### src/rtl/ram_cell_pkg.sv
package ram_cell_pkg;

    localparam int NUM_MASTERS = 3;
    localparam int NUM_CELLS   = 13;
    localparam int CELL_OFF_W  = 14;
    localparam int CELL_IDX_W  = $clog2(NUM_CELLS);

    localparam int MST_SYS   = 0;
    localparam int MST_RADIO = 1;
    localparam int MST_APP   = 2;

    typedef enum logic [1:0] {
        REMAP_NONE  = 2'b00,
        REMAP_CELL1 = 2'b01,
        REMAP_CELL3 = 2'b10,
        REMAP_RSVD  = 2'b11
    } remap_e;

    typedef struct packed {
        logic [NUM_CELLS-1:0]  sel;
        logic [CELL_OFF_W-1:0] off;
        logic                  err;
        logic                  bridge;
    } dec_res_t;

    // idx is zero-based: idx 0 is cell 1, idx 12 is cell 13
    function automatic logic cell_permitted(input int mst, input logic [CELL_IDX_W-1:0] idx);
        logic ok;
        ok = 1'b0;
        case (mst)
            MST_SYS:   ok = (idx < CELL_IDX_W'(NUM_CELLS));
            MST_RADIO: ok = (idx >= 4'd7 && idx <= 4'd9) || (idx == 4'd11);
            MST_APP:   ok = (idx <= 4'd7) || (idx == 4'd12);
            default:   ok = 1'b0;
        endcase
        return ok;
    endfunction

    function automatic logic cell_bridged(input int mst, input logic [CELL_IDX_W-1:0] idx);
        logic br;
        br = 1'b0;
        case (mst)
            MST_SYS:   br = (idx == 4'd8) || (idx == 4'd9);
            MST_RADIO: br = (idx == 4'd7);
            default:   br = 1'b0;
        endcase
        return br;
    endfunction

endpackage

### src/rtl/remap_ctrl.sv
module remap_ctrl
    import ram_cell_pkg::*;
(
    input  logic       clk,
    input  logic       rst,
    input  logic       we,
    input  logic [1:0] wdata,
    output remap_e     mode
);
    logic [1:0] mode_q;

    always_ff @(posedge clk) begin
        if (rst)
            mode_q <= 2'b00;
        else if (we)
            mode_q <= wdata;
    end

    assign mode = remap_e'(mode_q);
endmodule

### src/rtl/cell_addr_decoder.sv
module cell_addr_decoder
    import ram_cell_pkg::*;
#(
    parameter int              MASTER_ID   = 0,
    parameter int              ADDR_W      = 32,
    parameter logic [ADDR_W-1:0] REGION_BASE = 32'h2000_0000
) (
    input  logic              valid,
    input  logic [ADDR_W-1:0] addr,
    input  remap_e            mode,
    output dec_res_t          res
);
    localparam int HI_LSB = CELL_OFF_W + CELL_IDX_W;

    logic [CELL_IDX_W-1:0] field;
    logic [CELL_IDX_W-1:0] idx;
    logic                  in_region;
    logic                  in_zero;
    logic                  hit;
    logic                  allowed;

    assign field     = addr[CELL_OFF_W +: CELL_IDX_W];
    assign in_region = (addr[ADDR_W-1:HI_LSB] == REGION_BASE[ADDR_W-1:HI_LSB]);
    assign in_zero   = (addr[ADDR_W-1:CELL_OFF_W] == '0);

    always_comb begin
        hit = 1'b0;
        idx = '0;
        if (in_region && field < CELL_IDX_W'(NUM_CELLS)) begin
            hit = 1'b1;
            idx = field;
        end else if (in_zero && mode == REMAP_CELL1) begin
            hit = 1'b1;
            idx = CELL_IDX_W'(0);
        end else if (in_zero && mode == REMAP_CELL3) begin
            hit = 1'b1;
            idx = CELL_IDX_W'(2);
        end
    end

    assign allowed = valid && hit && cell_permitted(MASTER_ID, idx);

    always_comb begin
        res        = '0;
        res.err    = valid && !allowed;
        if (allowed) begin
            res.sel    = NUM_CELLS'(1) << idx;
            res.off    = addr[CELL_OFF_W-1:0];
            res.bridge = cell_bridged(MASTER_ID, idx);
        end
    end
endmodule

### src/rtl/decode_out_stage.sv
module decode_out_stage
    import ram_cell_pkg::*;
(
    input  logic     clk,
    input  logic     rst,
    input  dec_res_t d,
    output dec_res_t q
);
    always_ff @(posedge clk) begin
        if (rst)
            q <= '0;
        else
            q <= d;
    end
endmodule

### src/rtl/ram_cell_decoder.sv
module ram_cell_decoder
    import ram_cell_pkg::*;
#(
    parameter int                ADDR_W      = 32,
    parameter logic [ADDR_W-1:0] REGION_BASE = 32'h2000_0000
) (
    input  logic                                    clk,
    input  logic                                    rst,
    input  logic                                    remap_we,
    input  logic [1:0]                              remap_wdata,
    input  logic [NUM_MASTERS-1:0]                  m_valid,
    input  logic [NUM_MASTERS-1:0][ADDR_W-1:0]      m_addr,
    output logic [NUM_MASTERS-1:0][NUM_CELLS-1:0]   cell_sel,
    output logic [NUM_MASTERS-1:0][CELL_OFF_W-1:0]  cell_off,
    output logic [NUM_MASTERS-1:0]                  acc_err,
    output logic [NUM_MASTERS-1:0]                  bridge_path
);
    remap_e mode;

    remap_ctrl u_remap (
        .clk   (clk),
        .rst   (rst),
        .we    (remap_we),
        .wdata (remap_wdata),
        .mode  (mode)
    );

    for (genvar g = 0; g < NUM_MASTERS; g++) begin : g_master
        dec_res_t comb_res;
        dec_res_t reg_res;

        cell_addr_decoder #(
            .MASTER_ID   (g),
            .ADDR_W      (ADDR_W),
            .REGION_BASE (REGION_BASE)
        ) u_dec (
            .valid (m_valid[g]),
            .addr  (m_addr[g]),
            .mode  (mode),
            .res   (comb_res)
        );

        decode_out_stage u_stage (
            .clk (clk),
            .rst (rst),
            .d   (comb_res),
            .q   (reg_res)
        );

        assign cell_sel[g]    = reg_res.sel;
        assign cell_off[g]    = reg_res.off;
        assign acc_err[g]     = reg_res.err;
        assign bridge_path[g] = reg_res.bridge;
    end
endmodule

### config.mk
export PLATFORM = sky130hd
export DESIGN_NAME = ram_cell_decoder
export DESIGN_NICKNAME = d
export VERILOG_FILES = /design/src/rtl/ram_cell_pkg.sv /design/src/rtl/remap_ctrl.sv /design/src/rtl/cell_addr_decoder.sv /design/src/rtl/decode_out_stage.sv /design/src/rtl/ram_cell_decoder.sv
export SDC_FILE = /design/constraint.sdc
export NUM_CORES = 1
export LEC_CHECK = 0
export BUFFER_PORTS_ARGS = -buffer_cell sky130_fd_sc_hd__buf_4
export CORE_UTILIZATION = 50
export DETAILED_ROUTE_END_ITERATION = 10
export GPL_TIMING_DRIVEN = 0
export PLACE_DENSITY_LB_ADDON = 0.05
export SLEW_MARGIN = 20
export SYNTH_ARGS = -nofsm -noshare
export SYNTH_HDL_FRONTEND = slang
export SYNTH_HIERARCHICAL = 1
export SYNTH_SLANG_ARGS = --single-unit
### constraint.sdc
create_clock -name clk -period 3.5 [get_ports clk]
set_clock_uncertainty 0.2 [all_clocks]
set_input_delay 0.525 -clock clk [delete_from_list [all_inputs] [get_ports clk]]
set_output_delay 0.525 -clock clk [all_outputs]
set_load 0.005 [all_outputs]
==> flow_metrics.env, run 1 <==
export IMPL_synth_most_common_cell="dfxtp_1"
export IMPL_ctsHtreeMaxLevel=3
export IMPL_fin_crit_sh_pct=54.3
export IMPL_rows=32
export IMPL_holdCritPathClass="primary input to flip-flop"
export IMPL_top_level_ports=191
export IMPL_fmax_ghz=0.526
export IMPL_die_h_um=92.5
export IMPL_critPathLaunch="m_addr[89]"
export IMPL_outcome="finished clean"
export IMPL_layout_drive_gt1_share_pct=53.0
export IMPL_ff2ff_setup_slack_ns=1.73
export IMPL_final_cell_area_sq_um=5860
export IMPL_fin_util_pct=75.1
export IMPL_yosys_warnings=6
export IMPL_grt_pass1_wl_um=14200
export IMPL_post_cts_buffers=0
export IMPL_dr_pass1_iters=6
export IMPL_antennaDiodeCount=0
export IMPL_clk_pin_slew_ns=0.09
export IMPL_grtUsageTotal_pct=21.4
export IMPL_critPathKind="primary input to flip-flop"
export IMPL_cts_buffer_depth=2
export IMPL_ys_seq_elements=89
export IMPL_r2r_end="g_master[0].u_stage/q[22]"
export IMPL_initial_core_util_pct=52.5
export IMPL_synth_top_cell_area_share_pct=43.5
export IMPL_syn_to_final_growth_pct=43.1
export IMPL_crit_fanout=10
export IMPL_clock_sinks=89
export IMPL_critPathArrivalTime_ns=2.00
export IMPL_yosys_area_top_type="dfxtp_1"
export IMPL_slew_viol_final=0
export IMPL_grt_max_degree=16
export IMPL_wire_per_inst_um=13.6
export IMPL_cts_inserted_buffers=9
export IMPL_crit_end="g_master[2].u_stage/q[9]"
export IMPL_hold_buffers=0
export IMPL_clkLatencyLatePin_ns=0.34
export IMPL_r2r_cells=4
export IMPL_yosysSeqAreaShare_pct=43.5
export IMPL_vias=3183
export IMPL_fin_nets=674
export IMPL_p_leak_nw=2.61
export IMPL_dieArea_sq_um=8560
export IMPL_dieWidth_um=92.5
export IMPL_drt_wl_total_um=9210
export IMPL_tns_ns=0
export IMPL_antenna_found_initial=0
export IMPL_synth_distinct_cells=46
export IMPL_cts_tree="built"
export IMPL_grt_pass1_vias=3059
export IMPL_max_slew_margin_rel_pct=62.9
export IMPL_ctsRootBufferMaster="clkbuf_8"
export IMPL_vias_per_cell=4.70
export IMPL_rsz0062_at_grt="no"
export IMPL_hpwlAfterDp_um=7270
export IMPL_crit_required_ns=3.60
export IMPL_hold_viol_final=0
export IMPL_synth_edf_count=0
export IMPL_ir_drop_mv=0.195
export IMPL_ys_top_cells_by_count="89 x dfxtp_1, 39 x nor2b_1, 30 x nor2b_4"
export IMPL_gp_congestion=0.825
export IMPL_syn_inst=360
export IMPL_grt_overflow_total=0
export IMPL_r2r_start="u_remap/mode[1]"
export IMPL_placed_cell_area_sq_um=5670
export IMPL_cellPowerDensity_nw_per_um2=333
export IMPL_drc=0
export IMPL_setup_viol=0
export IMPL_syn_area_sq_um=4100
export IMPL_worstSetupEndpointType="flip-flop"
export IMPL_ys_flop_type="dfxtp_1"
export IMPL_drt_iter0_drc=51
export IMPL_cp_start_kind="primary input"
export IMPL_post_route_min_period_ns=1.90
export IMPL_async_flop_share_pct=0
export IMPL_synthTopCellsByArea="dfxtp_1 43%, nor2b_4 10%, nor2b_1 6.0%"
export IMPL_port_buffers=187
export IMPL_worst_slew_pin_transition_ns=0.549
export IMPL_core_sq_um=7810
export IMPL_cap_violations=0
export IMPL_syn_area_per_cell_sq_um=11.4
export IMPL_ctsResizeCount=0
export IMPL_ant_nets=0
-- where the power goes --
part / internal (mW) / switching [mW] / total [mW]
Clock: 0.301 / 0.369 / 0.670
Combinational: 0.146 / 0.106 / 0.253
Sequential: 1.02 / 0.00555 / 1.03
-- registers in the layout, summed over array words and instances (netlist names) --
signal,count
g_master.u_stage/q,87
u_remap/mode,2
-- how the worst min path moves through the flow --
stage	end	start	cells after the start	slack [ns]
after floorplan	u_remap/mode[1]	u_remap/mode[1]	2	0.33
after global placement	u_remap/mode[1]	u_remap/mode[1]	2	0.37
after detailed placement	u_remap/mode[0]	u_remap/mode[0]	2	0.41
after CTS	u_remap/mode[0]	remap_wdata[0]	3	0.21
after global routing	u_remap/mode[1]	remap_wdata[1]	3	0.22
final	u_remap/mode[0]	remap_wdata[0]	3	0.22
-- cells in the final DEF, fill, tap and decap left out, types with 5 or more instances in the layout --
cell type,n
and2_1,16
nor2b_1,39
conb_1,14
nor2_1,10
nor2b_4,30
nor3_1,14
buf_6,6
nor3b_2,15
nor4_2,7
buf_2,5
buf_4,205
nand2b_1,6
dfxtp_1,89
and2b_1,21
nand2_1,7
clkbuf_8,11
nand4_1,6
nor3b_1,16
-- final cells by class --
cell class | instances | area, sq um
Timing Repair Buffer | 187 | 1400
Clock buffer | 11 | 151
Buffer | 32 | 288
Clock inverter | 5 | 38.8
Inverter | 4 | 15.0
Sequential cell | 89 | 1780
Fill cell | 567 | 1940
Tap cell | 102 | 128
Multi-Input combinational cell | 247 | 2060
-- layer usage --
layer | share of wire, % | up-vias | track usage (%)
met4 | 1.9 | 0 | 9.11
met3 | 7.7 | 14 | 5.17
met1 | 39 | 1443 | 23.4
li1 | - | 1598 | -
met2 | 51 | 128 | 39.0
met5 | 0 | - | 0
-- stage by stage --
step | std cells | total power [mW] | worst slack [ns] | hold WS (ns)
after floorplan | 372 | 1.17 | 1.59 | 0.334
after global placement | 661 | 1.30 | 1.24 | 0.370
after detailed placement | 661 | 1.31 | 1.21 | 0.407
after CTS | 677 | 1.97 | 1.60 | 0.213
after global routing | 677 | 2.04 | 1.43 | 0.221
final | 677 | 1.95 | 1.60 | 0.223
-- kinds of logic (layout without fill, tap and decap cells) --
family / count (synthesis) / in the layout / synth area share, %
AOI/OAI and AO/OA: 15 / 15 / 3.14
buffers and inverters: 36 / 239 / 7.39
other: 2 / 14 / 0.183
DFF: 89 / 89 / 43.5
and+or+nand+nor: 214 / 214 / 44.9
xor gates and xnor gates: 2 / 2 / 0.428
muxes: 2 / 2 / 0.489
-- critical path, stage by stage --
cell	delay (ns)
buf_4	0.12
nor3_1	0.38
nand4_1	0.21
o22ai_2	0.31
buf_4	0.21
and2_1	0.12
nor2b_1	0.12
Note: power is estimated with default switching activity, not from simulation.
==> run 2, diff against run 1 <==
ABC_AREA = 1   (was unset)
CORE_UTILIZATION = 47   (was 50)
clock period = 1.89 ns   (was 3.5 ns; I/O delays follow)
==> flow_metrics.env, run 2 <==
export IMPL_outcome="finished clean"
export IMPL_yosysSeqAreaShare_pct=43.4
export IMPL_r2r_end="g_master[1].u_stage/q[3]"
export IMPL_top_level_ports=191
export IMPL_dieArea_sq_um=9110
export IMPL_cts_tree="built"
export IMPL_antennaDiodeCount=0
export IMPL_grt_pass1_wl_um=14700
export IMPL_ff2ff_setup_slack_ns=0.17
export IMPL_grt_pass1_vias=3645
export IMPL_slew_viol_final=0
export IMPL_final_common_cell="buf_4"
export IMPL_ys_top_cells_by_count="193 x nor2_1, 172 x inv_1, 89 x dfxtp_1"
export IMPL_layout_drive_gt1_share_pct=32.9
export IMPL_largest_register_ffs=87
export IMPL_hold_path_end="g_master[1].u_stage/q[1]"
export IMPL_crit_required_ns=1.96
export IMPL_cp_start_kind="flip-flop"
export IMPL_critPathArrivalTime_ns=1.80
export IMPL_hpwlAfterDp_um=7210
export IMPL_route_met3_wl_um=775
export IMPL_cts_buffer_depth=2
export IMPL_fin_crit_sh_pct=91.0
export IMPL_ys_seq_elements=89
export IMPL_mostFrequentLayoutCells="204 x buf_4, 193 x nor2_1, 172 x inv_1"
export IMPL_highest_layer="met4"
export IMPL_critPathKind="flip-flop to flip-flop"
export IMPL_fin_nets=922
export IMPL_synth_distinct_cells=27
export IMPL_final_cell_area_sq_um=5950
export IMPL_r2r_start="u_remap/mode[0]"
export IMPL_holdPathStages=5
export IMPL_worstSetupEndpointType="flip-flop"
export IMPL_antenna_found_initial=0
export IMPL_clock_sinks=89
export IMPL_core_sq_um=8340
export IMPL_crit_fanout=10
export IMPL_clk_pin_slew_ns=0.09
export IMPL_post_route_min_period_ns=1.72
export IMPL_cts_inserted_buffers=9
export IMPL_power_mw=3.74
export IMPL_async_flop_share_pct=0
export IMPL_wl_met1_um=3550
export IMPL_ff_latch_area_sq_um=1780
export IMPL_syn_to_final_growth_pct=44.8
export IMPL_ys_flop_type="dfxtp_1"
export IMPL_post_cts_buffers=0
export IMPL_die_h_um=95.5
export IMPL_top_register="g_master.u_stage/q"
export IMPL_syn_area_sq_um=4110
export IMPL_holdCritPathClass="primary input to flip-flop"
export IMPL_yosys_area_top_type="dfxtp_1"
export IMPL_p_leak_nw=3.13
export IMPL_r2r_cells=11
export IMPL_synth_top_cell_area_share_pct=43.4
export IMPL_drt_wl_total_um=9050
export IMPL_drt_iter0_drc=63
export IMPL_yosys_warnings=6
export IMPL_drc=0
export IMPL_multi_input_area_sq_um=1470
export IMPL_rows=33
export IMPL_ctsRootBufferMaster="clkbuf_8"
export IMPL_placed_cell_area_sq_um=5710
export IMPL_grt_overflow_total=0
export IMPL_fin_util_pct=71.3
export IMPL_ir_drop_mv=0.386
export IMPL_dieWidth_um=95.5
export IMPL_rsz0062_at_grt="no"
export IMPL_syn_inst=604
export IMPL_cellPowerDensity_nw_per_um2=628
export IMPL_hp_start="m_valid[1]"
export IMPL_wire_per_inst_um=9.75
export IMPL_fmax_ghz=0.581
export IMPL_fillers=707
export IMPL_wl_met2_um=4580
export IMPL_vias=3852
export IMPL_ctsHtreeMaxLevel=3
export IMPL_dr_pass1_iters=5
export IMPL_grt_max_degree=16
export IMPL_port_buffers=190
export IMPL_clkLatencyLatePin_ns=0.34
export IMPL_syn_area_per_cell_sq_um=6.80
export IMPL_synth_most_common_cell="nor2_1"
export IMPL_initial_core_util_pct=49.2
export IMPL_setup_viol=0
export IMPL_hold_viol_final=0
export IMPL_gp_congestion=0.842
export IMPL_grtUsageTotal_pct=20.4
export IMPL_cap_violations=0
export IMPL_ant_nets=0
export IMPL_synthTopCellsByArea="dfxtp_1 43%, nor2_1 18%, inv_1 16%"
export IMPL_vias_per_cell=4.15
export IMPL_synth_edf_count=0
## run 2: cell types whose count changed in the layout (fill, tap and decap cells not counted), sizes merged, moves of 16 or more
| cell | before | now |
|---|---|---|
| nor2 | 10 | 213 |
| inv | 5 | 177 |
| nor2b | 69 | 0 |
| nand2 | 7 | 52 |
| nor3b | 31 | 0 |
| nand3 | 3 | 28 |
| and2b | 21 | 0 |
| and2 | 16 | 0 |
## run 2: power breakdown
group          internal, mW  switching, mW  leakage, nW
Sequential             1.90         0.0106        0.722
Clock                 0.783          0.663        0.109
Combinational         0.226          0.157         2.30
Total                  2.91          0.831         3.13
## run 2: how the worst max path moves through the flow
| stage | slack [ns] | end | startpoint |
|---|---|---|---|
| 2_1_floorplan | 0.19 | g_master[1].u_stage/q[10] | m_addr[57] |
| 3_3_place_gp | -0.03 | g_master[2].u_stage/q[12] | m_addr[79] |
| 3_5_place_dp | -0.13 | g_master[1].u_stage/q[10] | m_addr[63] |
| 4_1_cts | 0.13 | g_master[1].u_stage/q[3] | u_remap/mode[0] |
| 5_1_grt | 0.003 | g_master[1].u_stage/q[3] | u_remap/mode[0] |
| 6_report | 0.17 | g_master[1].u_stage/q[3] | u_remap/mode[0] |
## run 2: layout make-up
cell class / count / area share [%]
Buffer: 26 / 3.87
Clock buffer: 10 / 2.31
Clock inverter: 6 / 1.49
Inverter: 177 / 11.2
Multi-Input combinational cell: 324 / 24.8
Sequential cell: 89 / 30.0
Tap cell: 105 / 2.21
Timing Repair Buffer: 191 / 24.2
## run 2: routing by layer
metal,vias up,track usage (%)
li1,2078,-
met2,119,38.5
met5,-,0
met1,1647,20.7
met4,0,7.96
met3,8,6.62
## run 2: logic make-up after synthesis
group,Yosys count,synth area share (%)
AO/OA/AOI/OAI,7,1.34
AND/OR/NAND/NOR,303,33.3
buffers and inverters,203,21.8
flip-flops,89,43.4
other,2,0.183
## run 2: what timing repair did
item | 4_1_cts | 5_1_grt
hold buffers | 1 | 0
endpoints found under the setup margin | 0 | 10
hold endpoints to repair | 2 | 0
resized for setup | 0 | 1
## run 2: worst max-delay path, stage by stage (launching register included)
cell     delay (ns)
dfxtp_1        0.45
inv_1          0.06
nor2_1         0.08
nand3_1        0.08
nand3_1        0.09
nand2_1        0.07
inv_1          0.14
nand2_4        0.11
buf_12         0.17
nor2_4         0.08
inv_1          0.04
nor2_1         0.09
## run 2: metrics by stage
| step | hold WS, ns | cells | TNS (ns) | setup slack [ns] |
|---|---|---|---|---|
| finish | 0.0260 | 928 | 0 | 0.169 |
| global route | 0.0140 | 928 | 0 | 0.00348 |
| CTS | 0.00732 | 928 | 0 | 0.126 |
| detailed placement | 0.345 | 911 | -1.40 | -0.125 |
| global placement | 0.330 | 911 | -0.553 | -0.0338 |
| floorplan | 0.213 | 616 | 0 | 0.194 |
==> run 3, diff against run 2 <==
REMOVE_ABC_BUFFERS = 1   (was unset)
==> flow_metrics.env, run 3 (synthesis gave the netlist of run 2 again) <==
export IMPL_core_sq_um=8340
export IMPL_final_common_cell="nor2_1"
export IMPL_gp_congestion=0.853
export IMPL_vias=3779
export IMPL_dieArea_sq_um=9110
export IMPL_post_place_ws_ns=-0.182
export IMPL_slowest_delay_ns=0.46
export IMPL_cellPowerDensity_nw_per_um2=620
export IMPL_fin_nets=904
export IMPL_grt_pass1_vias=3511
export IMPL_vias_per_cell=4.15
export IMPL_rsz0062_at_grt="no"
export IMPL_ant_nets=0
export IMPL_clkLatencyLatePin_ns=0.35
export IMPL_fin_crit_sh_pct=89.2
export IMPL_top_register="g_master.u_stage/q"
export IMPL_path_delay_family="simple AND/OR/NAND/NOR gates"
export IMPL_layout_setup_ws_ns=0.203
export IMPL_setup_viol=0
export IMPL_ctsRootBufferMaster="clkbuf_8"
export IMPL_slew_viol_final=0
export IMPL_initial_core_util_pct=49.2
export IMPL_critPathBufInv=3
export IMPL_antennaDiodeCount=0
export IMPL_mostFrequentLayoutCells="193 x nor2_1, 190 x buf_4, 171 x inv_1"
export IMPL_clk_pin_slew_ns=0.09
export IMPL_cap_violations=0
export IMPL_cp_start_kind="primary input"
export IMPL_cts_tree="built"
export IMPL_cts_buffer_depth=2
export IMPL_die_h_um=95.5
export IMPL_dr_pass1_iters=4
export IMPL_grt_overflow_total=0
export IMPL_antenna_found_initial=0
export IMPL_layout_drive_gt1_share_pct=30.6
export IMPL_largest_register_ffs=87
export IMPL_drt_iter0_drc=85
export IMPL_grt_max_degree=89
export IMPL_crit_fanout=18
export IMPL_whs_ns=0.0171
export IMPL_outcome="finished clean"
export IMPL_crit_chain="buf_4 > inv_1 > nand2_1 > nand2_1 > nand3_1 > nor2_2 > nand2_1 > o21ai_4 > nor2_1 > inv_1 > nor2_1"
export IMPL_tns_ns=0
export IMPL_critPathArrivalTime_ns=1.69
export IMPL_path_common_cell="nand2_1"
export IMPL_hpwlAfterDp_um=6750
export IMPL_cp_slowest_cell="o21ai_4"
export IMPL_post_cts_buffers=0
export IMPL_ir_drop_mv=0.408
export IMPL_power_mw=3.59
export IMPL_critPathKind="primary input to flip-flop"
export IMPL_final_cell_area_sq_um=5790
export IMPL_fmax_ghz=0.593
export IMPL_rows=33
export IMPL_holdCritPathClass="primary input to flip-flop"
export IMPL_grt_pass1_wl_um=14200
export IMPL_worst_slew_pin_transition_ns=0.863
export IMPL_syn_to_final_growth_pct=41.0
export IMPL_hold_viol_final=0
export IMPL_cts_inserted_buffers=9
export IMPL_ctsHtreeMaxLevel=3
export IMPL_clock_sinks=89
export IMPL_drt_wl_total_um=8790
export IMPL_dieWidth_um=95.5
export IMPL_p_leak_nw=2.99
export IMPL_post_route_min_period_ns=1.69
export IMPL_worstSetupEndpointType="flip-flop"
export IMPL_placed_cell_area_sq_um=5480
export IMPL_drc=0
export IMPL_max_slew_margin_rel_pct=42.5
export IMPL_grtUsageTotal_pct=20.0
export IMPL_wire_per_inst_um=9.66
export IMPL_top_level_ports=191
export IMPL_crit_required_ns=1.89
export IMPL_port_buffers=190
==> run 3: cell count changes in the layout (fill, tap and decap cells not counted), sizes merged <==
cell,previous run,this run
buf,216,190
clkinvlp,2,1
inv,177,176
clkinv,2,5
bufinv,2,1
dlygate4sd3,1,9
==> run 3: final cells by class <==
cell class                      count  area [sq um]
Multi-Input combinational cell    324          1480
Inverter                          177           666
Clock inverter                      6          80.1
Clock buffer                       10           128
Timing Repair Buffer              199          1520
Fill cell                         711          2550
Tap cell                          105           131
Sequential cell                    89          1780
==> run 3: what timing repair did <==
| item | in CTS | in global routing |
|---|---|---|
| gates resized for setup | 0 | 4 |
| hold buffers | 9 | 0 |
| endpoints found under the setup margin | 0 | 25 |
| endpoints found under the hold margin | 10 | 0 |
==> run 3: worst paths after layout <==
check / depth (start not counted) / endpoint / slack, ns / startpoint
max reg2reg: 10 / g_master[1].u_stage/q[2] / 0.26 / u_remap/mode[1]
max: 11 / g_master[2].u_stage/q[6] / 0.20 / m_addr[79]
min reg2reg: 2 / u_remap/mode[0] / 0.33 / u_remap/mode[0]
min: 5 / u_remap/mode[0] / 0.02 / remap_wdata[0]
==> run 3: per-layer routing <==
layer | share of wire, % | GRT usage (%) | up-vias
li1 | - | - | 2042
met1 | 39 | 20.7 | 1613
met2 | 52 | 37.7 | 114
met3 | 7.9 | 5.34 | 10
met4 | 1.2 | 8.71 | 0
met5 | 0 | 0 | -
==> run 3: per-stage QoR <==
| stage | cells | utilization (%) |
|---|---|---|
| after floorplan | 590 | - |
| final | 910 | 69.4 |
| after global placement | 885 | 65.7 |
| after CTS | 910 | 69.3 |
| after global routing | 910 | 69.4 |
| after detailed placement | 885 | 65.7 |
==> run 3: tightest hold or removal path, stage by stage <==
cell     delay [ns]
buf_4          0.08
inv_1          0.03
nand2_1        0.04
nand2_1        0.04
nor2_1         0.07
==> run 3: power by group <==
part / total, mW / switching [mW] / internal [mW]
Sequential: 1.91 / 0.0111 / 1.90
Combinational: 0.358 / 0.154 / 0.204
Clock: 1.32 / 0.691 / 0.629
Total: 3.59 / 0.856 / 2.73
